`config.mk`:
```
export PLATFORM = sky130hd
export DESIGN_NAME = ptick_gen
export DESIGN_NICKNAME = d
export VERILOG_FILES = /design/src/rtl/ptick_pkg.sv /design/src/rtl/ptick_ratedec.sv /design/src/rtl/ptick_div.sv /design/src/rtl/ptick_flags.sv /design/src/rtl/ptick_gen.sv
export SDC_FILE = /design/constraint.sdc
export NUM_CORES = 1
export LEC_CHECK = 0
export BUFFER_PORTS_ARGS = -buffer_cell sky130_fd_sc_hd__buf_2
export CAP_MARGIN = 25
export CORE_MARGIN = 2
export CORE_UTILIZATION = 40
export DETAILED_ROUTE_END_ITERATION = 7
export SLEW_MARGIN = 5
export SYNTH_ARGS = -nofsm -noshare
export SYNTH_HDL_FRONTEND = slang
export SYNTH_SLANG_ARGS = --single-unit
export TNS_END_PERCENT = 50
```
`constraint.sdc`:
```
create_clock -name clk_i -period 1.5 [get_ports clk_i]
set_clock_uncertainty 0.15 [all_clocks]
set_input_delay 0.3 -clock clk_i [delete_from_list [all_inputs] [get_ports clk_i]]
set_output_delay 0.3 -clock clk_i [all_outputs]
set_load 0.02 [all_outputs]
```
`src/rtl/ptick_pkg.sv`:
```
package ptick_pkg;
  // status word bit positions (software decodes these)
  localparam int STAT_REQ = 7;
  localparam int STAT_PER = 6;
  localparam int STAT_ALM = 5;
  localparam int STAT_UPD = 4;

  // map the two low aliased codes onto their slower partners
  function automatic logic [3:0] fold_code(input logic [3:0] c);
    logic [3:0] r;
    r = c;
    if (c == 4'd1 || c == 4'd2) r = c + 4'd7;
    return r;
  endfunction
endpackage

```
`src/rtl/ptick_ratedec.sv`:
```
module ptick_ratedec #(
  parameter int SEL_W = 4,
  localparam int CNT_W = (1 << SEL_W) - 2,
  localparam int IDX_W = $clog2(CNT_W)
) (
  input  logic [SEL_W-1:0] code_i,
  output logic [IDX_W-1:0] tap_o,
  output logic             live_o
);
  import ptick_pkg::*;
  logic [SEL_W-1:0] eff;

  always_comb begin
    eff    = fold_code(code_i);
    live_o = (code_i != '0);
    // code c divides by 2^(c-1): square wave is counter bit c-2
    tap_o  = (eff >= SEL_W'(3)) ? IDX_W'(eff - SEL_W'(2)) : '0;
  end
endmodule

```
`src/rtl/ptick_div.sv`:
```
module ptick_div #(
  parameter int SEL_W = 4,
  localparam int CNT_W = (1 << SEL_W) - 2,
  localparam int IDX_W = $clog2(CNT_W)
) (
  input  logic             clk_i,
  input  logic             rst_ni,
  input  logic             ref_lvl_i,
  input  logic [SEL_W-1:0] code_i,
  input  logic [IDX_W-1:0] tap_i,
  input  logic             live_i,
  output logic             div_o
);
  logic             ref_q;
  logic [CNT_W-1:0] cnt_q, cnt_d;
  logic [SEL_W-1:0] code_q;
  logic             rise, chg;

  always_comb begin
    rise  = ref_lvl_i & ~ref_q;
    chg   = (code_i != code_q);
    cnt_d = cnt_q;
    if (chg)       cnt_d = '0;
    else if (rise) cnt_d = cnt_q + 1'b1;
    // mask the tap during the restart cycle so no stale bit leaks out
    div_o = live_i & ~chg & cnt_q[tap_i];
  end

  always_ff @(posedge clk_i or negedge rst_ni) begin
    if (!rst_ni) begin
      ref_q  <= 1'b0;
      cnt_q  <= '0;
      code_q <= '0;
    end else begin
      ref_q  <= ref_lvl_i;
      cnt_q  <= cnt_d;
      code_q <= code_i;
    end
  end

  assert_restart_R11: assert property (@(posedge clk_i) disable iff (!rst_ni)
    chg |=> (cnt_q == '0));
endmodule

```
`src/rtl/ptick_flags.sv`:
```
module ptick_flags (
  input  logic       clk_i,
  input  logic       rst_ni,
  input  logic       div_i,
  input  logic       ovr_i,
  input  logic [1:0] evt_i,
  input  logic [2:0] en_i,
  input  logic       rd_i,
  output logic [7:0] stat_o
);
  logic       div_q;
  logic [2:0] flg_q, flg_d, set;
  logic       per_set, req;

  always_comb begin
    per_set = div_i & ~div_q & ~ovr_i;
    set     = {per_set, evt_i};
    flg_d   = (flg_q & ~{3{rd_i}}) | set;
    req     = |(flg_q & en_i);
    stat_o  = {req, flg_q, 4'b0000};
  end

  always_ff @(posedge clk_i or negedge rst_ni) begin
    if (!rst_ni) begin
      div_q <= 1'b0;
      flg_q <= '0;
    end else begin
      div_q <= div_i;
      flg_q <= flg_d;
    end
  end

  assert_per_set_R8: assert property (@(posedge clk_i) disable iff (!rst_ni)
    per_set |=> flg_q[2]);
  assert_rd_clear_R9: assert property (@(posedge clk_i) disable iff (!rst_ni)
    (rd_i && set == 3'b000) |=> (flg_q == 3'b000));
  assert_ovr_noper_R6: assert property (@(posedge clk_i) disable iff (!rst_ni)
    (ovr_i && !flg_q[2]) |=> !flg_q[2]);
endmodule

```
`src/rtl/ptick_gen.sv`:
```
module ptick_gen #(
  parameter int SEL_W = 4,
  localparam int CNT_W = (1 << SEL_W) - 2,
  localparam int IDX_W = $clog2(CNT_W)
) (
  input  logic             clk_i,
  input  logic             rst_ni,
  input  logic             ref_lvl_i,
  input  logic [SEL_W-1:0] rate_sel_i,
  input  logic             sqw_en_i,
  input  logic             fast_ovr_i,
  input  logic [2:0]       irq_en_i,
  input  logic [1:0]       evt_i,
  input  logic             stat_rd_i,
  output logic             sqw_o,
  output logic [7:0]       stat_o,
  output logic             irq_no
);
  logic [1:0]       rst_sync;
  logic             rst_n;
  logic [IDX_W-1:0] tap;
  logic             live, div;
  logic             sqw_q, sqw_d;

  // asynchronous assertion, synchronous release
  always_ff @(posedge clk_i or negedge rst_ni) begin
    if (!rst_ni) rst_sync <= 2'b00;
    else         rst_sync <= {rst_sync[0], 1'b1};
  end
  assign rst_n = rst_sync[1];

  ptick_ratedec #(.SEL_W(SEL_W)) u_dec (
    .code_i(rate_sel_i), .tap_o(tap), .live_o(live));

  ptick_div #(.SEL_W(SEL_W)) u_div (
    .clk_i(clk_i), .rst_ni(rst_n), .ref_lvl_i(ref_lvl_i),
    .code_i(rate_sel_i), .tap_i(tap), .live_i(live), .div_o(div));

  ptick_flags u_flg (
    .clk_i(clk_i), .rst_ni(rst_n), .div_i(div), .ovr_i(fast_ovr_i),
    .evt_i(evt_i), .en_i(irq_en_i), .rd_i(stat_rd_i), .stat_o(stat_o));

  always_comb begin
    if (fast_ovr_i) sqw_d = ref_lvl_i;
    else            sqw_d = sqw_en_i & div;
  end

  always_ff @(posedge clk_i or negedge rst_n) begin
    if (!rst_n) sqw_q <= 1'b0;
    else        sqw_q <= sqw_d;
  end

  assign sqw_o  = sqw_q;
  assign irq_no = ~stat_o[ptick_pkg::STAT_REQ];

  assert_ovr_pass_R5: assert property (@(posedge clk_i) disable iff (!rst_n)
    fast_ovr_i |=> (sqw_o == $past(ref_lvl_i)));
  assert_sqw_off_R7: assert property (@(posedge clk_i) disable iff (!rst_n)
    (!sqw_en_i && !fast_ovr_i) |=> !sqw_o);
  assert_code0_quiet_R4: assert property (@(posedge clk_i) disable iff (!rst_n)
    (rate_sel_i == '0 && !fast_ovr_i) |=> !sqw_o);
endmodule

```
Yosys cells after proc, flatten, opt, wreduce, memory -nomap -nowiden
Cells that the tools add are included.
- word-level logic and storage cells: 41
- output and inout bits: 10
- flip-flop bits (word level): 26
- order comparisons: 2
- add/sub/neg operators: 3
- reduce and logical (&&, ||, !) cells: 4
- bitwise operators: 15
- mux-type cells: 7
- equality and inequality tests: 3
- operator list (operator ; count):
    2-to-1 mux 14 bit ; 2
    adder 14 x 1 -> 14 bit, second input constant ; 1
    2-to-1 mux 4 bit ; 2
    AND 1 bit ; 6
    AND 3 bit ; 2
    less-than comparator 4 x 5 -> 1 bit, second input constant ; 1
    NOT 1 bit ; 5
    adder 4 x 3 -> 4 bit, second input constant ; 1
    binary-select mux 1 bit (select 4 bit) ; 1
    == test 4 x 1 -> 1 bit, second input constant ; 1
    == test 4 x 2 -> 1 bit, second input constant ; 1
    greater-or-equal comparator 4 x 2 -> 1 bit, second input constant ; 1
    != test 4 bit ; 1
    nonzero test 4 bit ; 1
    subtractor 4 x 2 -> 4 bit, second input constant ; 1
    NOT 3 bit ; 1
    bitwise OR 3 bit ; 1
    OR reduction 3 bit ; 1
    2-to-1 mux 1 bit ; 2
    nonzero test 2 bit ; 1
    logical OR 1 bit ; 1

Depth between registers and ports, before layout
Gate-level depths: netlist of the first run.
- word-level depth: 11
- mapped depth: 11
- mapped depth without buffers: 10

Modules after synthesis
A second synthesis of the first run with hierarchy kept.
- cell total of the unflattened synthesis: 154
- area, all modules: 1541.5 um^2
- modules (own cells, without submodules) (module ; times used ; area an instance (um^2) ; cells an instance):
    ptick_div ; 1 ; 1064.8 ; 99
    ptick_ratedec ; 1 ; 195.2 ; 30
    ptick_flags ; 1 ; 186.4 ; 17
    ptick_gen ; 1 ; 95.1 ; 8

Worst setup path after synthesis of the first run
OpenSTA, ideal clock, no wires.
- path type: input to register
- start point: input port rate_sel_i[1]
- end point: register sqw_q, in the netlist sqw_o
- data arrival time: 2.347 ns
- cell stages on the path: 10
- setup slack: -1.132 ns
- required time: 1.215 ns
- library setup time: 0.135 ns
- path through: buf_2 > inv_1 > ha_1 > nor2_1 > nand3b_1 > nand2_1 > ha_1 > or4_1 > nor2_1 > o41ai_2
- cells in the longest elaborated chain, start to end: 10
- elaborated cells between the ends (all ways): 17
- classes of those cells: add/sub: 2; order compare: 1; eq/ne: 3; mux: 5; bitwise: 4; reduce/logical: 2
- ends and longest elaborated chain (item ; line ; text):
    start: declaration ; ptick_gen.sv:9 ; input logic [SEL_W-1:0] rate_sel_i,
    branches (longest 7 deep; another with adder 4 x 3 -> 4 bit) ; n/a ;
    AND 1 bit * ; ptick_div.sv:26 ; div_o = live_i & ~chg & cnt_q[tap_i];
    AND 1 bit * ; ptick_gen.sv:45 ; else sqw_d = sqw_en_i & div;
    2-to-1 mux 1 bit * ; ptick_gen.sv:44 ; if (fast_ovr_i) sqw_d = ref_lvl_i;
    net sqw_d ; ptick_gen.sv:23 ; logic sqw_q, sqw_d;
    end signal: assignment ; ptick_gen.sv:50 ; else sqw_q <= sqw_d;
    end: declaration ; ptick_gen.sv:23 ;
Mark *: on every way through the listed nets, which the timed path passes. The select of a mux whose other input is x is not followed.
A chain may end at the register's enable or synchronous reset.

Worst setup path in the final report of the first run
- start point: input port rate_sel_i[0]
- end point: register u_flg.flg_q[2]
- cells in the longest elaborated chain, start to end: 11
- elaborated cells between the ends (all ways): 18
- classes of those cells: add/sub: 2; order compare: 1; eq/ne: 3; mux: 4; bitwise: 6; reduce/logical: 2
- ends and longest elaborated chain (item ; line ; text):
    branches (longest 7 deep; another with adder 4 x 3 -> 4 bit) ; n/a ;
    AND 1 bit * ; ptick_div.sv:26 ;
    AND 1 bit * (2 in a row) ; ptick_flags.sv:16 ; per_set = div_i & ~div_q & ~ovr_i;
    bitwise OR 3 bit * ; ptick_flags.sv:18 ; flg_d = (flg_q & ~{3{rd_i}}) | set;
    net u_flg.flg_d[2] ; ptick_flags.sv:12 ; logic [2:0] flg_q, flg_d, set;
    end signal: assignment ; ptick_flags.sv:29 ; flg_q <= flg_d;
    end: declaration ; ptick_flags.sv:12 ;
Marks and branches as above.

==> results of run 1 <==
[cell families (layout without fill, tap and decap cells)]
group / after synthesis / count (layout)
simple gates: 61 / 61
flops: 26 / 26
xor+xnor: 14 / 14
other cells: 2 / 5
compound gates: 34 / 34
fa+ha+maj: 6 / 6
buf+inv: 15 / 70
mux: 5 / 5
[cell usage after synthesis (all sizes together), types with 2 or more instances]
| master | instances |
|---|---|
| or3 | 5 |
| mux2i | 4 |
| and4 | 2 |
| a211o | 2 |
| a21o | 2 |
| nor3 | 4 |
| inv | 6 |
| nor4 | 2 |
| buf | 8 |
| dfrtp | 26 |
| conb | 2 |
| xnor2 | 4 |
| o21ai | 8 |
| nor2 | 17 |
| a211oi | 2 |
| nand3 | 5 |
| nand4 | 2 |
| xor2 | 10 |
| nand2 | 13 |
| and3 | 3 |
| ha | 6 |
| a21oi | 7 |
| nand2b | 2 |
[layout make-up]
cell class / count / area [sq um] / share of cell area (%)
clock buffer: 3 / 41.3 / 1.82
clock inverter: 1 / 30.0 / 1.32
inverter: 6 / 42.5 / 1.88
multi-input combinational: 125 / 1000 / 44.3
sequential: 26 / 653 / 28.8
tap: 48 / 60.1 / 2.65
timing repair buffer: 60 / 437 / 19.3
[state kept, by name (all words and copies together) (netlist names)]
register / flops
rst_sync: 2
sqw_o: 1
u_div.cnt_q: 14
u_div.code_q: 4
u_div.ref_q: 1
u_flg.div_q: 1
u_flg.flg_q: 3
[repair_timing]
item	in CTS	in global routing
hold buffers	1	0
endpoints found under the setup margin	13	14
pin swaps	26	10
endpoints found under the hold margin	2	0
buffers inserted	5	2
resized for setup	29	7
[metal layers]
metal | GRT usage, % | vias to the layer above | wire length [um]
met3 | 3.55 | 0 | 63
met2 | 31.3 | 13 | 1850
met5 | 0 | - | 0
met4 | 3.06 | 0 | 0
li1 | - | 684 | -
met1 | 22.9 | 656 | 1600
[final timing paths]
check / from / to / cells past startpoint
max: rate_sel_i[0] / u_flg.flg_q[2] / 11
min: evt_i[0] / u_flg.flg_q[0] / 2
max reg2reg: u_div.code_q[3] / sqw_o / 5
min reg2reg: rst_sync[1] / u_div.ref_q / 1
max in group asynchronous: rst_sync[1] / u_flg.flg_q[0] / 1
min in group asynchronous: rst_sync[1] / u_div.ref_q / 1
[metrics by stage]
step	setup TNS (ns)	instances	setup slack [ns]
after global placement	-3.52	257	-0.955
after floorplan	-3.38	166	-0.806
after global routing	-4.46	269	-0.699
after CTS	-2.73	267	-0.577
final	-2.93	269	-0.609
after detailed placement	-3.88	257	-0.999
[power breakdown]
group	switching, W	internal (W)	total [W]	leakage, nW
clock network	0.000222	0.000357	0.000579	0.0357
logic	0.000198	0.000189	0.000387	0.609
registers	0.00000922	0.000718	0.000727	0.338
total	0.000429	0.00126	0.00169	0.983
==> summary.txt, run 1 <==
Outcome
  – Outcome: finished with violations
  – Failing checks: negative setup slack

Synthesis
  – Cell taking the most area after synthesis: dfrtp_1
  – Average cell area after synthesis: slightly below 10 sq um
  – Netlist cell types: 49
  – Synth Area in Compound Gates: between 10% and 20%
  – Largest family of logic cells by synthesized area: simple AND/OR/NAND/NOR gates
  – Cell Area, Synth: around 1600 sq um
  – YS warnings: 0
  – Sequential share of the synthesized area: ~42%
  – Synth async-reset ratio: 100%
  – Adder-Cell Fraction of Synth Area: ~4.8%
  – Syn Inst Count: 163
  – Yosys reg bits: 26
  – Synth Area in Simple Gates: between 10% and 20%
  – EDFF count, synth: 0
  – Top FF cell, synth: dfrtp_1
  – Area contributors post-synth: dfrtp_1 (42%), xor2_1 (5.6%), ha_1 (4.8%)
  – Post-synthesis mux area share: a little over 4%
  – Synth top area share: between 40% and 50%
  – Post-synthesis xor/xnor area fraction: between 7 and 8%

Drt
  – DR pass1 iterations: 4
  – Initial drt markers: 71
  – Vias per inst: 5.03
  – Antenna violation net count after detailed routing: 0
  – Drt wl/cell: 13.1 um
  – Residual DRC count: 0
  – Final wirelength: ~3500 um
  – Vias post-DR: roughly 1400

Critical path
  – CP max stage cell: or4_4
  – Cell mode on critical path: buf_4
  – Worst path top cell family by delay: simple AND/OR/NAND/NOR gates
  – Buf/Inv on CP: 4
  – Worst Setup End Kind: flop
  – Worst path max stage delay: approximately 0.56 ns
  – CP startpoint kind: input port
  – FF-to-FF setup slack: -0.56 ns
  – CP arrival: roughly 2.1 ns
  – Worst path cell trace: buf_12 > clkinv_8 > ha_4 > nor2_4 > buf_4 > buf_4 > a211o_1 > and4_1 > or4_4 > o21ai_2 > o31ai_1
  – Critical path class: in -> reg
  – Max Fanout on Critical Path: 4
  – CP required: ~1.5 ns

Clocking
  – Clock Tree Root: clkbuf_8
  – Clock Path Buffers: 2
  – Skew-Pair Late Insertion Delay: approximately 0.27 ns
  – CTS tree: done
  – Total CTS buffers: 3
  – Reg clk slew, reported paths: around 0.090 ns
  – H-tree depth: 1
  – Sink Count: 26

Timing
  – Final setup viols: 12
  – Final min period: 2.11 ns
  – Final setup margin: -0.609 ns
  – Tcrit/Tclk final: 141%
  – Min Hold Slack: between 0.05 and 0.06 ns
  – RSZ-0062 raised after global routing: yes
  – Slew Limit Fails: 0
  – Final hold vios: 0
  – Fmax: ~470 MHz

GRT
  – Gr usage total: roughly 18%
  – First-pass GRT wire length: 6240 um
  – Largest net degree at the start of global routing: 25
  – Grt ovf: 0
  – Number of global-route vias before repair: about 1400
  – Initial antenna violation count: 0

Job
  – Max-Cap Viols: 0

Place
  – Placed Area: 1990 sq um
  – GPL Wtd Cong: around 0.86
  – Dpl hpwl: about 2600 um
  – Buffers on Ports: 20

Die
  – Die X: approximately 67 um
  – Site Rows: 22
  – Boundary Pins: 25
  – Starting density of the core: a little over two fifths
  – Total die area: roughly 4400 sq um
  – Die H: ~67 um
  – Core Region: roughly 3700 sq um

Finish
  – N_diodes: 0
  – Layout cells sized above 1: between 40 and 50%
  – Layout area overhead: 44.7%
  – Util after Layout: about three fifths
  – Layout fillers: slightly above 300
  – Fin nets: roughly 240
  – Commonest non-fill, non-tap cells in the layout: buf_4 (38), dfrtp_1 (24), buf_2 (18), nor2_1 (14), nand2_1 (12)
  – Most common cell after layout, fill and taps aside: buf_4
  – Design area: roughly 2300 sq um

Power and ir drop
  – LEAKAGE: 0.983 nW
  – Final Power: around 0.0017 W
  – Pwr/cell area: 747 nW/um^2
  – Peak VDD IR: between 0.5 and 0.6 mV

Hold path
  – Hold Crit Class: in -> reg
Note: power is estimated with default switching activity, not from simulation.
==> run 2, diff against run 1 <==
- BUFFER_PORTS_ARGS: -buffer_cell sky130_fd_sc_hd__buf_2 -> unset
- DONT_BUFFER_PORTS: unset -> 1
==> summary.txt, run 2 (synthesis gave the netlist of run 1 again) <==
Finish
  – Max reg flops: 14 (unchanged)
  – Layout fillers: 307 (was 303)
  – Fin nets: 234 (was 243)
  – Layout cells sized above 1: 40.1% (was 45.2%)
  – Design area: 2240 sq um (was 2270 sq um)
  – Layout area overhead: 42.8% (was 44.7%)
  – N_diodes: 0 (unchanged)
  – Commonest non-fill, non-tap cells in the layout: buf_4 (41), dfrtp_1 (24), nor2_1 (13), nand2_1 (12), xor2_1 (10) (was buf_4 (38), dfrtp_1 (24), buf_2 (18), nor2_1 (14), nand2_1 (12))
  – Top reg by flops: u_div.cnt_q (unchanged)
  – Regs by FF count: u_div.cnt_q: 14 flops, u_div.code_q: 4 flops, u_flg.flg_q: 3 flops (unchanged)
  – Most common cell after layout, fill and taps aside: buf_4 (unchanged)

GRT
  – Initial antenna violation count: 0 (unchanged)
  – Gr usage total: 18.8% (was 17.8%)
  – First-pass GRT wire length: 6310 um (was 6240 um)
  – Largest net degree at the start of global routing: 25 (unchanged)
  – Grt ovf: 0 (unchanged)
  – Number of global-route vias before repair: 1365 (was 1432)

Critical path
  – R2R cell count: 5 (unchanged)
  – Worst path cell trace: or3_4 > a211oi_2 > o21ai_2 > or3b_4 > o41ai_2 (was buf_12 > clkinv_8 > ha_4 > nor2_4 > buf_4 > buf_4 > a211o_1 > and4_1 > or4_4 > o21ai_2 > o31ai_1)
  – Worst path top cell family by delay: simple AND/OR/NAND/NOR gates (unchanged)
  – Buf/Inv on CP: 0 (was 4)
  – Worst Setup End Kind: flop (unchanged)
  – Worst path max stage delay: 0.39 ns (was 0.56 ns)
  – CP startpoint kind: flop (was input port)
  – CP Capture Point: sqw_o (was u_flg.flg_q[2])
  – Worst path depth: 5 (was 11)
  – Worst r2r dst: sqw_o (unchanged)
  – FF-to-FF setup slack: -0.57 ns (was -0.56 ns)
  – Setup crit start: u_div.code_q[3] (was rate_sel_i[0])
  – CP required: 1.53 ns (was 1.51 ns)
  – Worst r2r src: u_div.code_q[3] (unchanged)
  – CP max stage cell: dfrtp_1 (was or4_4)
  – CP arrival: 2.10 ns (was 2.11 ns)
  – Critical path class: reg -> reg (was in -> reg)
  – Max Fanout on Critical Path: 2 (was 4)

Hold path
  – Hold Crit Class: in -> reg (unchanged)
  – Hold path depth: 3 (was 2)
  – HP Start: fast_ovr_i (was evt_i[0])

Timing
  – RSZ-0062 raised after global routing: yes (unchanged)
  – Tcrit/Tclk final: 138% (was 141%)
  – Min Hold Slack: 0.0524 ns (was 0.0542 ns)
  – Final min period: 2.07 ns (was 2.11 ns)
  – Final hold vios: 0 (unchanged)
  – Final setup viols: 11 (was 12)
  – Final setup margin: -0.571 ns (was -0.609 ns)
  – Slew Limit Fails: 0 (unchanged)
  – Fmax: 483 MHz (was 474 MHz)

Clocking
  – Skew-Pair Late Insertion Delay: 0.27 ns (about the same)
  – Clock Path Buffers: 2 (unchanged)
  – Clock Tree Root: clkbuf_8 (unchanged)
  – Reg clk slew, reported paths: 0.09 ns (about the same)
  – CTS tree: done (unchanged)
  – Total CTS buffers: 3 (unchanged)
  – H-tree depth: 1 (unchanged)
  – Sink Count: 26 (unchanged)

Drt
  – Antenna violation net count after detailed routing: 0 (unchanged)
  – Final wirelength: 3940 um (was 3510 um)
  – Vias per inst: 5.13 (was 5.03)
  – Vias post-DR: 1334 (was 1353)
  – Initial drt markers: 48 (was 71)
  – Drt wl/cell: 15.1 um (was 13.1 um)
  – DR pass1 iterations: 4 (unchanged)
  – Residual DRC count: 0 (unchanged)

Die
  – Site Rows: 22 (unchanged)
  – Core Region: 3720 sq um (unchanged)
  – Die X: 66.6 um (unchanged)
  – Starting density of the core: 42.2% (unchanged)
  – Total die area: 4430 sq um (unchanged)
  – Boundary Pins: 25 (unchanged)
  – Die H: 66.6 um (unchanged)

Outcome
  – Outcome: finished with violations (unchanged)
  – Failing checks: negative setup slack (unchanged)

Place
  – Placed Area: 1910 sq um (was 1990 sq um)
  – Dpl hpwl: 2660 um (was 2630 um)
  – Buffers on Ports: 0 (was 20)
  – GPL Wtd Cong: 0.794 (was 0.864)

Power and ir drop
  – LEAKAGE: 0.953 nW (was 0.983 nW)
  – Pwr/cell area: 751 nW/um^2 (was 747 nW/um^2)
  – Peak VDD IR: 0.551 mV (was 0.600 mV)

Job
  – Max-Cap Viols: 0 (unchanged)
## run 2: layer usage
metal,share of wire (%),track usage [%]
met3,1.9,3.72
met5,0,0
met4,1.2,4.08
met2,52,33.8
met1,45,23.2
## run 2: worst min path at each step
| stage | to | slack [ns] |
|---|---|---|
| after floorplan | rst_sync[0] | -0.15 |
| after global placement | rst_sync[1] | -0.15 |
| after detailed placement | rst_sync[0] | -0.15 |
| after CTS | u_flg.flg_q[2] | 0.04 |
| after global routing | u_flg.flg_q[2] | 0.05 |
| final | u_flg.flg_q[2] | 0.05 |
## run 2: area by class of cell
type	instances	area, sq um	share of cell area (%)
Inverter	6	27.5	1.23
Sequential cell	26	653	29.2
Clock buffer	3	41.3	1.85
Timing Repair Buffer	51	409	18.3
Clock inverter	1	30.0	1.34
Multi-Input combinational cell	125	1020	45.4
Tap cell	48	60.1	2.68
## run 2: worst min-delay path, delay by kind of cell
| family | cells | cell delay [ns] |
|---|---|---|
| AOI/OAI and AO/OA | 2 | 0.10 |
| and+or+nand+nor | 1 | 0.03 |
## run 2: stage by stage
step                setup TNS (ns)  power (W)  setup slack, ns  cells  util, %
floorplan                    -3.38   0.000963           -0.806    166        -
global placement             -2.92    0.00103           -0.816    240     51.3
detailed placement           -3.06    0.00104           -0.831    240     51.3
CTS                          -2.56    0.00168           -0.505    260     58.3
global route                 -3.58    0.00176           -0.619    260     60.2
finish                       -2.73    0.00168           -0.571    260     60.2
## run 2: where the power goes
part           switching [W]  internal (W)
clock network       0.000227      0.000357
registers          0.0000115      0.000718
logic               0.000184      0.000183
total               0.000423       0.00126
## run 2: timing repair
item | 4_1_cts | 5_1_grt
pin swaps | 15 | 17
hold buffers | 9 | 0
buffers inserted | 7 | 3
setup endpoints to repair | 13 | 19
gates resized for setup | 13 | 14
hold endpoints to repair | 10 | 0
